`src/rtl/tcp_pkg.sv`:
```
package tcp_pkg;
  typedef enum logic [2:0] {
    FLT_NONE   = 3'd0,
    FLT_PRIV   = 3'd1,
    FLT_NAT    = 3'd2,
    FLT_UNIMPL = 3'd3,
    FLT_VIRT   = 3'd4
  } faultCode_e;

  typedef struct packed {
    logic latchCmd;  // capture region id, base and size of an accepted purge
    logic sweep;     // invalidate every overlapping entry this cycle
  } ctrlStrobe_t;

  // Mask that keeps address bits at or above position ps (61-bit space).
  function automatic logic [60:0] sizeMask(input logic [5:0] ps);
    return (~61'd0) << ps;
  endfunction
endpackage

```
`src/rtl/tcp_ctrl.sv`:
```
module tcp_ctrl
  import tcp_pkg::*;
#(
  parameter int VA_IMPL = 51,
  localparam int HI_W = 61 - VA_IMPL
) (
  input  logic            clk,
  input  logic            rstN,
  input  logic            cmdValid,
  input  logic            cmdQp,
  input  logic [HI_W-1:0] addrHigh,
  input  logic            cmdAddrNat,
  input  logic            cmdSizeNat,
  input  logic [1:0]      curPl,
  input  logic            virtMode,
  input  logic            drainAck,
  output ctrlStrobe_t     strobe,
  output logic            drainReq,
  output logic            busy,
  output logic            done,
  output logic            fault,
  output logic [2:0]      faultCode
);
  typedef enum logic [1:0] {ST_IDLE, ST_DRAIN, ST_SWEEP} state_e;

  state_e     state;
  faultCode_e checkCode;
  logic       accept;

  // Ranked checks: the first failing one wins.
  always_comb begin
    if (curPl != 2'd0)                 checkCode = FLT_PRIV;
    else if (cmdAddrNat || cmdSizeNat) checkCode = FLT_NAT;
    else if (|addrHigh)                checkCode = FLT_UNIMPL;
    else if (virtMode)                 checkCode = FLT_VIRT;
    else                               checkCode = FLT_NONE;
  end

  assign accept          = cmdValid && (state == ST_IDLE);
  assign strobe.latchCmd = accept && cmdQp && (checkCode == FLT_NONE);
  assign strobe.sweep    = (state == ST_SWEEP);
  assign drainReq        = (state == ST_DRAIN);
  assign busy            = (state != ST_IDLE);

  always_ff @(posedge clk) begin
    if (!rstN) begin
      state     <= ST_IDLE;
      done      <= 1'b0;
      fault     <= 1'b0;
      faultCode <= FLT_NONE;
    end else begin
      done  <= 1'b0;
      fault <= 1'b0;
      unique case (state)
        ST_IDLE: if (accept) begin
          if (!cmdQp) begin
            done      <= 1'b1;
            faultCode <= FLT_NONE;
          end else if (checkCode != FLT_NONE) begin
            done      <= 1'b1;
            fault     <= 1'b1;
            faultCode <= checkCode;
          end else begin
            faultCode <= FLT_NONE;
            state     <= ST_DRAIN;
          end
        end
        ST_DRAIN: if (drainAck) state <= ST_SWEEP;
        ST_SWEEP: begin
          state <= ST_IDLE;
          done  <= 1'b1;
        end
        default: state <= ST_IDLE;
      endcase
    end
  end
endmodule

```
`src/rtl/tcp_datapath.sv`:
```
module tcp_datapath
  import tcp_pkg::*;
#(
  parameter int ENTRIES = 4,
  parameter int RID_W   = 24,
  localparam int IDX_W  = $clog2(ENTRIES)
) (
  input  logic             clk,
  input  logic             rstN,
  input  logic             rrWe,
  input  logic [2:0]       rrIdx,
  input  logic [RID_W-1:0] rrRid,
  input  logic             fillEnable,
  input  logic             fillValid,
  input  logic             fillSide,
  input  logic [IDX_W-1:0] fillIdx,
  input  logic [63:0]      fillAddr,
  input  logic [5:0]       fillPs,
  input  logic             lookSide,
  input  logic [63:0]      lookAddr,
  output logic             lookHit,
  input  ctrlStrobe_t      strobe,
  input  logic [63:0]      cmdAddr,
  input  logic [5:0]       cmdSizeLog2
);
  localparam int SIDES = 2;

  logic [RID_W-1:0] regionRid [8];
  logic [RID_W-1:0] purgeRid;
  logic [60:0]      purgeVa;
  logic [5:0]       purgePs;

  logic             entValid [SIDES][ENTRIES];
  logic [RID_W-1:0] entRid   [SIDES][ENTRIES];
  logic [60:0]      entBase  [SIDES][ENTRIES];
  logic [5:0]       entPs    [SIDES][ENTRIES];
  logic             purgeHit [SIDES][ENTRIES];

  always_ff @(posedge clk) begin
    if (!rstN) begin
      for (int i = 0; i < 8; i++) regionRid[i] <= '0;
    end else if (rrWe) begin
      regionRid[rrIdx] <= rrRid;
    end
  end

  // Capture of the accepted purge; the base is aligned to the range size here.
  always_ff @(posedge clk) begin
    if (!rstN) begin
      purgeRid <= '0;
      purgeVa  <= '0;
      purgePs  <= '0;
    end else if (strobe.latchCmd) begin
      purgeRid <= regionRid[cmdAddr[63:61]];
      purgeVa  <= cmdAddr[60:0] & sizeMask(cmdSizeLog2);
      purgePs  <= cmdSizeLog2;
    end
  end

  for (genvar s = 0; s < SIDES; s++) begin : gSide
    for (genvar e = 0; e < ENTRIES; e++) begin : gEnt
      logic [5:0] wideLog2;
      logic       fillHere;

      // Two size-aligned blocks overlap exactly when they agree above the larger size.
      assign wideLog2 = (entPs[s][e] > purgePs) ? entPs[s][e] : purgePs;
      assign purgeHit[s][e] = entValid[s][e] && (entRid[s][e] == purgeRid) &&
                              (((entBase[s][e] ^ purgeVa) & sizeMask(wideLog2)) == '0);
      assign fillHere = fillEnable && fillValid && (fillSide == 1'(s)) &&
                        (fillIdx == IDX_W'(e));

      always_ff @(posedge clk) begin
        if (!rstN) begin
          entValid[s][e] <= 1'b0;
          entRid[s][e]   <= '0;
          entBase[s][e]  <= '0;
          entPs[s][e]    <= '0;
        end else if (strobe.sweep && purgeHit[s][e]) begin
          entValid[s][e] <= 1'b0;
        end else if (fillHere) begin
          entValid[s][e] <= 1'b1;
          entRid[s][e]   <= regionRid[fillAddr[63:61]];
          entBase[s][e]  <= fillAddr[60:0] & sizeMask(fillPs);
          entPs[s][e]    <= fillPs;
        end
      end
    end
  end

  always_comb begin
    lookHit = 1'b0;
    for (int e = 0; e < ENTRIES; e++) begin
      if (entValid[lookSide][e] &&
          (entRid[lookSide][e] == regionRid[lookAddr[63:61]]) &&
          (((entBase[lookSide][e] ^ lookAddr[60:0]) & sizeMask(entPs[lookSide][e])) == '0))
        lookHit = 1'b1;
    end
  end
endmodule

```
`src/rtl/tc_range_purge.sv`:
```
module tc_range_purge
  import tcp_pkg::*;
#(
  parameter int ENTRIES = 4,
  parameter int RID_W   = 24,
  parameter int VA_IMPL = 51,
  localparam int IDX_W  = $clog2(ENTRIES)
) (
  input  logic             clk,
  input  logic             rstN,
  input  logic             rrWe,
  input  logic [2:0]       rrIdx,
  input  logic [RID_W-1:0] rrRid,
  input  logic             fillValid,
  input  logic             fillSide,
  input  logic [IDX_W-1:0] fillIdx,
  input  logic [63:0]      fillAddr,
  input  logic [5:0]       fillPs,
  input  logic             lookSide,
  input  logic [63:0]      lookAddr,
  output logic             lookHit,
  input  logic             cmdValid,
  input  logic             cmdQp,
  input  logic [63:0]      cmdAddr,
  input  logic [63:0]      cmdSize,
  input  logic             cmdAddrNat,
  input  logic             cmdSizeNat,
  input  logic [1:0]       curPl,
  input  logic             virtMode,
  output logic             drainReq,
  input  logic             drainAck,
  output logic             busy,
  output logic             done,
  output logic             fault,
  output logic [2:0]       faultCode
);
  ctrlStrobe_t strobe;
  logic        unusedSizeBits;

  assign unusedSizeBits = ^{cmdSize[63:8], cmdSize[1:0]};

  tcp_ctrl #(.VA_IMPL(VA_IMPL)) ctrl_i (
    .clk(clk), .rstN(rstN), .cmdValid(cmdValid), .cmdQp(cmdQp),
    .addrHigh(cmdAddr[60:VA_IMPL]), .cmdAddrNat(cmdAddrNat), .cmdSizeNat(cmdSizeNat),
    .curPl(curPl), .virtMode(virtMode), .drainAck(drainAck), .strobe(strobe),
    .drainReq(drainReq), .busy(busy), .done(done), .fault(fault), .faultCode(faultCode)
  );

  tcp_datapath #(.ENTRIES(ENTRIES), .RID_W(RID_W)) dp_i (
    .clk(clk), .rstN(rstN), .rrWe(rrWe), .rrIdx(rrIdx), .rrRid(rrRid),
    .fillEnable(!busy), .fillValid(fillValid), .fillSide(fillSide), .fillIdx(fillIdx),
    .fillAddr(fillAddr), .fillPs(fillPs), .lookSide(lookSide), .lookAddr(lookAddr),
    .lookHit(lookHit), .strobe(strobe), .cmdAddr(cmdAddr), .cmdSizeLog2(cmdSize[7:2])
  );
endmodule

```
`config.mk`:
```
export PLATFORM = sky130hd
export DESIGN_NAME = tc_range_purge
export DESIGN_NICKNAME = d
export VERILOG_FILES = /design/src/rtl/tcp_pkg.sv /design/src/rtl/tcp_ctrl.sv /design/src/rtl/tcp_datapath.sv /design/src/rtl/tc_range_purge.sv
export SDC_FILE = /design/constraint.sdc
export NUM_CORES = 2
export LEC_CHECK = 0
export ABC_AREA = 1
export BUFFER_PORTS_ARGS = -buffer_cell sky130_fd_sc_hd__buf_2
export CORE_AREA = 2 2 524 526
export CTS_CLUSTER_DIAMETER = 150
export CTS_CLUSTER_SIZE = 10
export DETAILED_ROUTE_END_ITERATION = 8
export DIE_AREA = 0 0 526 528
export PLACE_DENSITY = 0.47
export SYNTH_ARGS = -nofsm -noshare
export SYNTH_HDL_FRONTEND = slang
export SYNTH_SLANG_ARGS = --single-unit
```
`constraint.sdc`:
```
create_clock -name clk -period 9.1 [get_ports clk]
set_clock_uncertainty 0.05 [all_clocks]
set_input_delay 1.365 -clock clk [delete_from_list [all_inputs] [get_ports clk]]
set_output_delay 1.365 -clock clk [all_outputs]
set_load 0.005 [all_outputs]
```
==> results.md <==
- Detailed placer's ending HPWL: 324000 um
- Final Critical Period: 7.04 ns
- Post-CTS sizing: 0
- Setup Buffers After CTS: 0
- Hold buffer count at cts: 0
- Vias per cell: 5.27
- Clock sink count: 1026
- Maximum clock path buffer count: 3
- Post-synth EDFFs: 927
- Worst path required time: 7.69 ns
- VDD IR-drop max: 0.208 mV
- Total grt overflow: 0
- Detail Route Antenna Nets: 0
- PwrDens: 162 nW/um^2
- Multi-input gate area: 34200 um^2
- Netlist Area Pre-Place: 67700 um^2
- IO Count: 313
- Gr usage total: 0.288
- Crit path max-delay family: buffers and inverters
- Layout Nets: 9270
- Detailed Route WL: 415000 um
- Total number of H-tree levels: 3
- Simple-gate share of the synthesized area: 0.268
- Syn Inst Count: 8836
- Routed length per instance: 33.0 um
- Synth Area in Compound Gates: 0.104
- Reg2reg path depth: 20
- Setup crit start kind: input port
- Layout cells sized above 1: 0.0799
- Hold Fails Final Rpt: 0
- Clk Latency, worst-skew pair: 0.84 ns
- Die width: 526 um
- Drt pass-1 iters: 7
- Mean Syn Cell Area: 7.66 um^2
- Relative slew slack: 0.116
- Final Cycle Share: 0.773
- Final std cells w/o fill: 12600
- HP Class: reg -> reg
- Reg-to-reg startpoint: dp_i.purgePs[5]$_SDFFE_PN0P_
- Yosys Warn Count: 0
- Initial DRC Count: 9525
- CTS tree: built
- Area Overhead vs Synth: 12.8%
- Initial Util: 0.249
- Port Buffers: 254
- Max Fanout on Critical Path: 97
- Worst EP arrival: 5.62 ns
- Die height: 528 um
- Number of global-route vias before repair: 62500
- Cts bufs inserted: 113
- Worst Hold Path EP: ctrl_i.faultCode[0]$_SDFFE_PN0P_
- Sequential element share of the synthesized area: 0.440
- Die area: 278000 um^2
- Clock-pin slew on the worst setup and hold paths: 0.06 ns
- Core Region: 272000 um^2
- First-pass GRT wire length: 548000 um
- Buf/Inv on CP: 4
- Leakage: 33.7 nW
- Slowest stage delay, CP: 0.71 ns
- Unrepaired setup endpoints after global routing: false
- WP depth: 12
- # setup viols final: 0
- Synth Area in XOR/XNOR: 0.117
- Most frequent cells in the layout: 2468 x nand2_1, 1382 x nor2_1, 927 x edfxtp_1
- Hold path cells: 2
- Setup Slack @ Placement: 2.16 ns
- Reg-to-reg endpoint: dp_i.entValid[1][0]$_DFFE_PP_
- Mapped Nets: 9189
- Hold Startpoint: ctrl_i.faultCode[0]$_SDFFE_PN0P_
- Setup TNS: 0 ns
- Critical-path top delay cell: buf_4
- Predominant post-synthesis flop cell: edfxtp_1
- Mux share of post-synthesis cell area: 0.00399
- Placed cell count: 12400
- Adder and majority gate portion of the synthesized area: 0.00887
- Fmax: 142 MHz
- GP Congestion: 1.00
- Via count: 66400
- Synthesized flop and latch total: 1026
- Final worst slack: 2.06 ns
- Final-report max-slew violation count: 0
- Crit-path cells: buf_8, buf_4, buf_4, o21ai_0, xor2_1, nand2_1, nor3_1, nand3_1, nor2_1, nand3_1, nand4_1, buf_2
- # rows: 192
- Largest net degree at the start of global routing: 98
- Most common cell after layout, fill and taps aside: nand2_1
- Root buf cell: clkbuf_16
- FFs w/ async S/R, synth: 0
- Max Cap Viol: 0
- Largest family of logic cells by synthesized area: simple AND/OR/NAND/NOR gates
- Setup crit end kind: primary output
- Slew at the pin with the worst max-slew slack: 1.32 ns
- Initial antenna violation count: 37
- Run status: completed
- # DRC: 0
- Post-Route Utilization: 0.280
- Fill count: 30000
- Post-synthesis cell type count: 51
- Register area: 29800 um^2
- R2R Setup Slk: 2.65 ns
- Critical path type: in -> out
-- cell usage after synthesis (12+ instances only) --
cell type	count	area (um^2)
a211oi_1	18	135
a21oi_1	395	1980
a31oi_1	12	75.1
buf_1	75	282
buf_2	104	521
buf_4	25	188
clkbuf_1	252	946
clkinv_1	15	56.3
dfxtp_1	99	1980
edfxtp_1	927	27800
ha_1	48	601
inv_1	467	1750
inv_2	19	71.3
mux2i_1	27	270
nand2_1	2488	9340
nand2_2	14	87.6
nand3_1	455	2280
nand4_1	59	369
nor2_1	1382	5190
nor2_2	18	113
nor3_1	65	325
o211ai_1	68	510
o21ai_0	652	3260
o21ai_1	103	515
o21ai_2	13	114
o21bai_1	13	97.6
o22ai_1	30	188
or2_2	26	163
xnor2_1	165	1450
xor2_1	736	6450
-- how the worst max path moves through the flow --
stage	startpoint	endpoint	slack (ns)
2_1_floorplan	lookAddr[61]	lookHit	4.73
3_3_place_gp	lookSide	lookHit	2.13
3_5_place_dp	lookSide	lookHit	2.16
4_1_cts	lookSide	lookHit	2.15
5_1_grt	lookSide	lookHit	2.01
6_report	lookSide	lookHit	2.06
-- kinds of logic (layout without fill, tap and decap cells) --
kind of cell / Yosys count / in the layout
AOI/OAI and AO/OA: 1327 / 1327
xor gates and xnor gates: 901 / 901
adders and majority gates: 48 / 48
buffers and inverters: 968 / 1121
DFF: 1026 / 1026
muxes: 27 / 27
other: 0 / 15
and+or+nand+nor: 4539 / 4539
-- sequential cells by signal, indices dropped and copies added, names as in the netlist --
register	count
dp_i.entRid	192
ctrl_i.faultCode	3
dp_i.entBase	488
dp_i.purgeVa	61
ctrl_i.fault	1
dp_i.purgePs	6
dp_i.purgeRid	24
dp_i.regionRid	192
ctrl_i.state	2
ctrl_i.done	1
dp_i.entValid	8
dp_i.entPs	48
-- routing by layer --
metal  GRT usage  share of wire  vias to the layer above
met1       0.402           0.43                    32800
met5           0       0.000034                        -
met4       0.114          0.046                        2
li1            -              -                    29100
met2       0.449           0.44                     3932
met3      0.0373          0.083                      599
-- final cells by class --
cell class | count | area share
flip-flops and latches | 1026 | 0.390
diodes | 15 | 0.000492
clock inverters | 10 | 0.00272
multi-input cells | 6842 | 0.448
repair buffers | 433 | 0.0348
clock buffers | 177 | 0.0402
well taps | 3589 | 0.0588
inverters | 501 | 0.0250
-- report_power, final --
part           leakage [nW]  switching, mW  internal [mW]  total, mW
combinational          21.6           1.86          0.512       2.37
clock                  1.55           2.22           2.31       4.53
sequential             10.6          0.121           5.32       5.44
total                  33.7           4.20           8.14       12.3
-- per-stage QoR --
step	total power, mW	instance area, um^2	hold slack (ns)
floorplan	6.69	67700	0.412
global placement	7.85	73100	0.405
detailed placement	7.84	73100	0.412
CTS	12.3	76300	0.421
global route	12.6	76300	0.444
finish	12.3	76400	0.420
-- worst reg2reg max path, delay by kind of cell (launching register included) --
kind                       cells  cell delay (ns)
buffers and inverters          2             1.22
DFF                            1             0.89
adders and majority gates      1             0.38
AOI/OAI and AO/OA              1             0.21
and+or+nand+nor               16             3.45
Note: power is estimated with default switching activity, not from simulation.
